## src/rtl/gpio_port_pkg.sv

```systemverilog
package gpio_port_pkg;
  localparam int unsigned ADDR_W = 2;

  typedef enum logic [ADDR_W-1:0] {
    ADR_DATA = 2'd0,
    ADR_DIR  = 2'd1,
    ADR_SET  = 2'd2,
    ADR_NONE = 2'd3
  } gp_addr_e;
endpackage

```

## src/rtl/gpio_in_sync.sv

```systemverilog
module gpio_in_sync #(
  parameter int unsigned WIDTH  = 8,
  parameter int unsigned STAGES = 2
) (
  input  logic             clk,
  input  logic             rst,
  input  logic [WIDTH-1:0] async_in,
  output logic [WIDTH-1:0] sync_out
);
  logic [WIDTH-1:0] chain [STAGES];

  always_ff @(posedge clk) begin
    if (rst) chain[0] <= '0;
    else     chain[0] <= async_in;
  end

  for (genvar s = 1; s < STAGES; s++) begin : g_stage
    always_ff @(posedge clk) begin
      if (rst) chain[s] <= '0;
      else     chain[s] <= chain[s-1];
    end
  end

  assign sync_out = chain[STAGES-1];

  // Counts clean edges since reset, saturating at two, so the lag check
  // never looks back into the reset period.
  logic [1:0] since_rst;
  always_ff @(posedge clk) begin
    if (rst)                  since_rst <= 2'd0;
    else if (since_rst != 2'd2) since_rst <= since_rst + 2'd1;
  end

  if (STAGES == 2) begin : g_lag_chk
    // the synchronized level is the raw level from two edges earlier
    p_sync_lag_r8: assert property (@(posedge clk) disable iff (rst)
      (since_rst == 2'd2) |-> (sync_out == $past(async_in, 2)));
  end
endmodule

```

## src/rtl/gpio_port_regs.sv

```systemverilog
module gpio_port_regs
  import gpio_port_pkg::*;
#(
  parameter int unsigned WIDTH = 8
) (
  input  logic              clk,
  input  logic              rst,
  input  logic              wr,
  input  logic [ADDR_W-1:0] addr,
  input  logic [WIDTH-1:0]  wdata,
  output logic [WIDTH-1:0]  data_q,
  output logic [WIDTH-1:0]  dir_q,
  output logic [WIDTH-1:0]  pu_q
);
  gp_addr_e sel;
  assign sel = gp_addr_e'(addr);

  always_ff @(posedge clk) begin
    if (rst) begin
      data_q <= '0;
      dir_q  <= '0;
    end else if (wr) begin
      unique case (sel)
        ADR_DATA: data_q <= wdata;
        ADR_DIR:  dir_q  <= wdata;
        ADR_SET:  data_q <= data_q | wdata;
        ADR_NONE: ;
      endcase
    end
  end

  // Pull-ups exist as registered enables with no write path: always off.
  always_ff @(posedge clk) begin
    if (rst) pu_q <= '0;
    else     pu_q <= '0;
  end

  // reset clears stored state
  p_reset_clear_r1: assert property (@(posedge clk)
    rst |=> (data_q == '0 && dir_q == '0 && pu_q == '0));

  // a data write lands in every bit
  p_data_write_r4: assert property (@(posedge clk) disable iff (rst)
    (wr && sel == ADR_DATA) |=> (data_q == $past(wdata)));

  // set write raises written ones and keeps all prior ones
  p_set_ones_r5: assert property (@(posedge clk) disable iff (rst)
    (wr && sel == ADR_SET) |=>
      (((data_q & $past(wdata)) == $past(wdata)) &&
       ((data_q & $past(data_q)) == $past(data_q)) &&
       ((data_q & ~($past(data_q) | $past(wdata))) == '0) &&
       $stable(dir_q)));

  // direction write loads direction bits
  p_dir_write_r7: assert property (@(posedge clk) disable iff (rst)
    (wr && sel == ADR_DIR) |=> (dir_q == $past(wdata) && $stable(data_q)));

  // no write, or a write to the unused slot, leaves state unchanged
  p_hold_r6: assert property (@(posedge clk) disable iff (rst)
    (!wr || sel == ADR_NONE) |=> ($stable(data_q) && $stable(dir_q)));
endmodule

```

## src/rtl/gpio_port_readback.sv

```systemverilog
module gpio_port_readback
  import gpio_port_pkg::*;
#(
  parameter int unsigned WIDTH = 8
) (
  input  logic              rd,
  input  logic [ADDR_W-1:0] addr,
  input  logic [WIDTH-1:0]  data_q,
  input  logic [WIDTH-1:0]  dir_q,
  input  logic [WIDTH-1:0]  pin_sync,
  output logic [WIDTH-1:0]  rdata
);
  logic [WIDTH-1:0] port_view;

  for (genvar b = 0; b < WIDTH; b++) begin : g_bit
    assign port_view[b] = dir_q[b] ? data_q[b] : pin_sync[b];
  end

  always_comb begin
    rdata = '0;
    if (rd) begin
      unique case (gp_addr_e'(addr))
        ADR_DATA: rdata = port_view;
        ADR_DIR:  rdata = dir_q;
        ADR_SET:  rdata = '0;
        ADR_NONE: rdata = '0;
      endcase
    end
  end
endmodule

```

## src/rtl/gpio_port_ctrl.sv

```systemverilog
module gpio_port_ctrl
  import gpio_port_pkg::*;
#(
  parameter int unsigned WIDTH       = 8,
  parameter int unsigned SYNC_STAGES = 2
) (
  input  logic              clk,
  input  logic              rst,
  input  logic [ADDR_W-1:0] bus_addr,
  input  logic              bus_wr,
  input  logic              bus_rd,
  input  logic [WIDTH-1:0]  bus_wdata,
  output logic [WIDTH-1:0]  bus_rdata,
  input  logic [WIDTH-1:0]  pin_in,
  output logic [WIDTH-1:0]  pin_out,
  output logic [WIDTH-1:0]  pin_oe,
  output logic [WIDTH-1:0]  pin_pu
);
  logic [WIDTH-1:0] data_q, dir_q, pu_q, pin_sync;

  gpio_in_sync #(.WIDTH(WIDTH), .STAGES(SYNC_STAGES)) u_sync (
    .clk(clk), .rst(rst), .async_in(pin_in), .sync_out(pin_sync)
  );

  gpio_port_regs #(.WIDTH(WIDTH)) u_regs (
    .clk(clk), .rst(rst), .wr(bus_wr), .addr(bus_addr), .wdata(bus_wdata),
    .data_q(data_q), .dir_q(dir_q), .pu_q(pu_q)
  );

  gpio_port_readback #(.WIDTH(WIDTH)) u_rb (
    .rd(bus_rd), .addr(bus_addr), .data_q(data_q), .dir_q(dir_q),
    .pin_sync(pin_sync), .rdata(bus_rdata)
  );

  assign pin_out = data_q;
  assign pin_oe  = dir_q;
  assign pin_pu  = pu_q;

  // output bits read back what the pins are driven with
  p_read_out_bits_r3: assert property (@(posedge clk) disable iff (rst)
    (bus_rd && bus_addr == ADR_DATA) |-> (((bus_rdata ^ pin_out) & pin_oe) == '0));

  // pull-ups never enabled once out of reset
  p_pullup_off_r9: assert property (@(posedge clk) disable iff (rst)
    $past(rst) == 1'b0 |-> (pin_pu == '0 && $stable(pin_pu)));

  // idle bus returns zero
  p_idle_rdata_r10: assert property (@(posedge clk) disable iff (rst)
    !bus_rd |-> (bus_rdata == '0));
endmodule

```

## config.mk

```make
export PLATFORM = sky130hd
export DESIGN_NAME = gpio_port_ctrl
export DESIGN_NICKNAME = d
export VERILOG_FILES = /design/src/rtl/gpio_port_pkg.sv /design/src/rtl/gpio_in_sync.sv /design/src/rtl/gpio_port_regs.sv /design/src/rtl/gpio_port_readback.sv /design/src/rtl/gpio_port_ctrl.sv
export SDC_FILE = /design/constraint.sdc
export NUM_CORES = 1
export LEC_CHECK = 0
export ABC_CLOCK_PERIOD_IN_PS = 1400
export BUFFER_PORTS_ARGS = -buffer_cell sky130_fd_sc_hd__buf_2
export CORE_ASPECT_RATIO = 0.6
export CORE_MARGIN = 2
export CORE_UTILIZATION = 47
export CTS_CLUSTER_DIAMETER = 150
export DETAILED_ROUTE_END_ITERATION = 8
export PLACE_DENSITY = 0.78
export SYNTH_ARGS = -nofsm -noshare
export SYNTH_HDL_FRONTEND = slang
export SYNTH_SLANG_ARGS = --single-unit
```

## constraint.sdc

```tcl
create_clock -name clk -period 1.4 [get_ports clk]
set_clock_uncertainty 0.2 [all_clocks]
set_input_delay 0.07 -clock clk [delete_from_list [all_inputs] [get_ports clk]]
set_output_delay 0.07 -clock clk [all_outputs]
set_load 0.02 [all_outputs]
```

# Word-level counts from Yosys, hierarchy flattened
# Memories as Yosys holds them, arrays and structs flattened.
# Cells that the tools add are included.
# W data, S select, Z words.
[op_classes]
n_eq_ne = 3
n_mux = 16
bitwise = 3
reduce_logical = 5
[ops]
columns = ["operator", "n"]
rows = [
  ["$mux W8", 3],
  ["$pmux W8 S3", 1],
  ["$pmux W8 S2", 1],
  ["$mux W1", 11],
  ["$or A8 B8 Y8", 1],
  ["$eq A2 B2 Y1 const B", 2],
  ["$reduce_and A2 Y1", 2],
  ["$eq A2 B1 Y1 const B", 1],
  ["$logic_not A2 Y1", 1],
  ["$or A1 B1 Y1", 2],
  ["$reduce_bool A2 Y1", 1],
  ["$reduce_or A2 Y1", 1],
]
[word_totals]
ff_bits = 16
ram_bits = 16
inputBits = 22
out_inout_bits = 32
elab_cells = 30
n_memories = 1
[memory_table]
columns = ["name", "depth", "word_bits", "rd", "rd_ports_with_merged_regs", "write_ports", "line", "rtl"]
rows = [
  ["u_sync.chain", 2, 8, 2, 0, 2, "gpio_in_sync.sv:10", "logic [WIDTH-1:0] chain [STAGES];"],
]

# Longest topological paths before layout
[logic_depth]
depth_word = 4
depth_mapped = 4
mapped_depth_nobuf = 2

# By module
# From an unflattened synthesis, not the netlist that was laid out.
[unflattened]
hier_cells = 133
hier_area_um2 = 1365.1
[by_module_without_submodules]
columns = ["module", "n_inst", "cells_each", "area_each_um2", "seq_area_each_um2"]
rows = [
  ["gpio_port_regs", 1, 73, 729.4, 320.3],
  ["gpio_in_sync", 1, 33, 464.2, 320.3],
  ["gpio_port_readback", 1, 27, 171.4, 0.0],
]

# Least setup slack after synthesis
# OpenSTA, ideal clock, no wires.
[synth_path]
path_type = "register -> output"
start = "register u_regs.dir_q[0]"
end = "output bus_rdata[0]"
arrival_time_ns = 1.203
required_time_ns = 1.130
setup_slack_ns = -0.073
stages_incl_launch_ff = 3
path_buffers = 0
cell_sequence = "dfxtp_1 > or3b_2 > a21oi_1"
[synth_via]
elab_chain_len = 3
[synth_rtl]
columns = ["element", "line", "rtl"]
rows = [
  ["from (decl)", "gpio_port_regs.sv:12", "output logic [WIDTH-1:0] dir_q,"],
  ["from (signal assigned)", "gpio_port_regs.sv:25", "ADR_DIR: dir_q <= wdata;"],
  ["$mux W1", "gpio_port_readback.sv:16", "assign port_view[b] = dir_q[b] ? data_q[b] : pin_sync[b];"],
  ["$pmux W8 S3 (*)", "gpio_port_readback.sv:22", "unique case (gp_addr_e'(addr))"],
  ["$mux W8 (*)", "gpio_port_readback.sv:21", "if (rd) begin"],
  ["to (decl)", "gpio_port_ctrl.sv:13", "output logic [WIDTH-1:0] bus_rdata,"],
]
# Mark *: on every way between the ends. The rest lies on a longest branch, timed or not.

# Worst setup path in the final report
[layout_path]
start = "register u_regs.dir_q[6]"
end = "output bus_rdata[6]"
# The elaborated chain is that of the path after synthesis.

==> summary.md <==
| Metric | Value |
|---|---|
| RSZ-0062 raised after global routing | `true` |
| Rows | `14` |
| Buffers on Ports | `45` |
| Failing checks | `setup timing` |
| Deepest clock path buffer count | `2` |
| Hold WC Path Type | `input port to flip-flop` |
| PwrDens | `978 nW/um^2` |
| Ys Warns | `0` |
| Final Slew Violations | `0` |
| Skew-Pair Late Insertion Delay | `0.27 ns` |
| Drc violations | `0` |
| First-pass GRT wire length | `4570 um` |
| Routed WL | `3000 um` |
| Setup ws final | `-0.115 ns` |
| Hold_sp | `bus_addr[1]` |
| Overall Global Routing Usage | `19.1%` |
| Post-synthesis cell type count | `17` |
| Psw | `457 uW` |
| Worst EP arrival | `1.24 ns` |
| Final Hold Viols | `0` |
| Sequential power share | `51.5%` |
| Sequential share of the synthesized area | `48.5%` |
| Placed cell count | `204` |
| Leak | `0.833 nW` |
| Worst r2r src | `u_regs.data_q[5]$_SDFFE_PP0P_` |
| Clock Tree Root | `clkbuf_8` |
| Gr ovfl total | `0` |
| Final cell count without fillers | `234` |
| Final worst path period need | `1.51 ns` |
| Crit-path max FO | `4` |
| Clock power share | `33.3%` |
| Setup WS pre-CTS | `0.0487 ns` |
| Ant diodes | `0` |
| DP HPWL | `1830 um` |
| Worst Setup End Kind | `output pin` |
| CTS buffer count | `5` |
| Layout Area Growth over Synthesis | `46.2%` |
| DR WL/cell | `12.8 um` |
| Die area | `3270 um^2` |
| Final setup violation count | `8` |
| Hold slack | `0.0423 ns` |
| Mean Syn Cell Area | `9.86 um^2` |
| Async SR Flop Fraction | `0%` |
| Drt first pass iters | `4` |
| Crit Path Class | `flip-flop to output pin` |
| Share of cells above drive strength 1 | `42.1%` |
| Final TNS setup | `-0.794 ns` |
| FMAX | `660 MHz` |
| Startpoint Class | `flip-flop` |
| Largest net degree at the start of global routing | `41` |
| DR iter-0 viols | `39` |
| Area contributors post-synth | `dfxtp_1, nand2b_1, nor2b_1, mux2i_1, o32ai_1` |
| # nets final | `224` |
| Post-synth top cells | `dfxtp_1, nand2b_1, nor2b_1, buf_4` |
| Die Span Y | `45.1 um` |
| Sw Ratio | `24.2%` |
| Finished Core Util | `74.5%` |
| Most frequent cell after synthesis | `dfxtp_1` |
| Core area | `2590 um^2` |
| Post-synth EDFFs | `0` |
| CP Launch Point | `u_regs.dir_q[6]$_SDFFE_PP0P_` |
| Seq. cell area | `653 um^2` |
| Synth Register Bits | `32` |
| Post-route ant nets | `0` |
| Final period utilization | `108%` |
| Vias in the first global route | `1032` |
| Drt via density | `4.79` |
| Required time worst endpoint | `1.13 ns` |
| Total I/O pin count | `54` |
| Synth area leader | `dfxtp_1` |
| Synth Flop Type | `dfxtp_1` |
| Die Span X | `72.5 um` |
| Initial Util | `51.0%` |
| P_int | `1.43 mW` |
| Status | `finished, violations left` |
| Max-slew headroom | `61.1%` |
| Least-Margin Pin Slew | `0.580 ns` |
| Power share of the combinational group | `15.1%` |
| Clock transition at the registers of the reported paths | `0.06 ns` |
| Fill cells | `190` |
| Mapped Area | `1320 um^2` |
| H-tree levels | `2` |
| Vias | `1122` |
| Peak VDD IR | `0.000706 V` |
| Multi-input logic area | `608 um^2` |
| Final Wtd Congestion | `0.754` |
| Synthesized instance count | `134` |
| Initial antenna violation count | `0` |
| CTS tree | `built` |
| MaxCap Viol Count | `0` |
| CTS sink count | `32` |
| Yosys top cell area share | `48.5%` |
[final timing paths]
kind / endpoint / slack [ns] / cells past startpoint
max: bus_rdata[6] / -0.11 / 3
min: u_regs.data_q[4]$_SDFFE_PP0P_ / 0.04 / 3
max reg2reg: u_regs.data_q[5]$_SDFFE_PP0P_ / 0.45 / 2
min reg2reg: u_sync.chain[1][7]$_SDFF_PP0_ / 0.23 / 1
[cell families after synthesis]
group	Yosys count	synth area share, %
other cells	1	0.284
compound gates	24	11.4
buf+inv	25	10.8
flops	32	48.5
mux	8	6.06
simple gates	44	23.0
[what timing repair did]
| action | CTS | global route |
|---|---|---|
| resized for setup | 21 | 10 |
| pin swaps | 11 | 11 |
| hold endpoints to repair | 32 | 0 |
| hold buffers | 17 | 0 |
| setup buffers | 6 | 0 |
| endpoints found under the setup margin | 8 | 8 |
[placed cells by master, fill, tap and decap left out, types with 8 or more instances in the layout]
cell           netlist  routed
conb_1               1       8
nand2b_1            18      18
dlygate4sd3_1        0      17
mux2i_1              8       8
o21ai_0              8       8
buf_4                9      11
dfxtp_2              0      10
dfxtp_1             32      22
nor2b_1             16      16
o32ai_1              8       8
buf_2                0      37
inv_1                8       8
[through the flow]
| stage | power (mW) | instance area [um^2] |
|---|---|---|
| 2_1_floorplan | 1.16 | 1370 |
| 3_3_place_gp | 1.21 | 1570 |
| 3_5_place_dp | 1.22 | 1570 |
| 4_1_cts | 1.90 | 1900 |
| 5_1_grt | 1.97 | 1930 |
| 6_report | 1.89 | 1930 |
[state kept, by name, summed over array words and instances (netlist names)]
signal	cells
u_sync.chain	16
u_regs.data_q	8
u_regs.dir_q	8
[area by class of cell]
cell class | count | area share [%]
well taps | 32 | 2.07
flip-flops and latches | 32 | 33.8
clock inverters | 1 | 0.259
multi-input cells | 84 | 31.5
clock buffers | 6 | 3.76
repair buffers | 71 | 27.1
inverters | 8 | 1.55
[layer usage]
layer | up-vias | share of wire, % | global-route usage [%]
met2 | 37 | 46 | 32.8
met5 | - | 0 | 0
li1 | 564 | - | -
met1 | 516 | 47 | 23.2
met3 | 5 | 6.2 | 5.80
met4 | 0 | 0.90 | 6.67
[critical path, stage by stage, from the launching register on]
cell and delay [ns]:
dfxtp_2 0.33, or3b_1 0.34, a21oi_1 0.15, buf_4 0.16
[power by group through the flow]
stage	Sequential [mW]	Combinational (mW)	Clock, mW
2_1_floorplan	1.01	0.142	0
3_3_place_gp	0.990	0.222	0
3_5_place_dp	0.993	0.228	0
4_1_cts	0.972	0.281	0.647
5_1_grt	0.979	0.308	0.688
6_report	0.974	0.286	0.630
(Power assumes the default switching activity.)
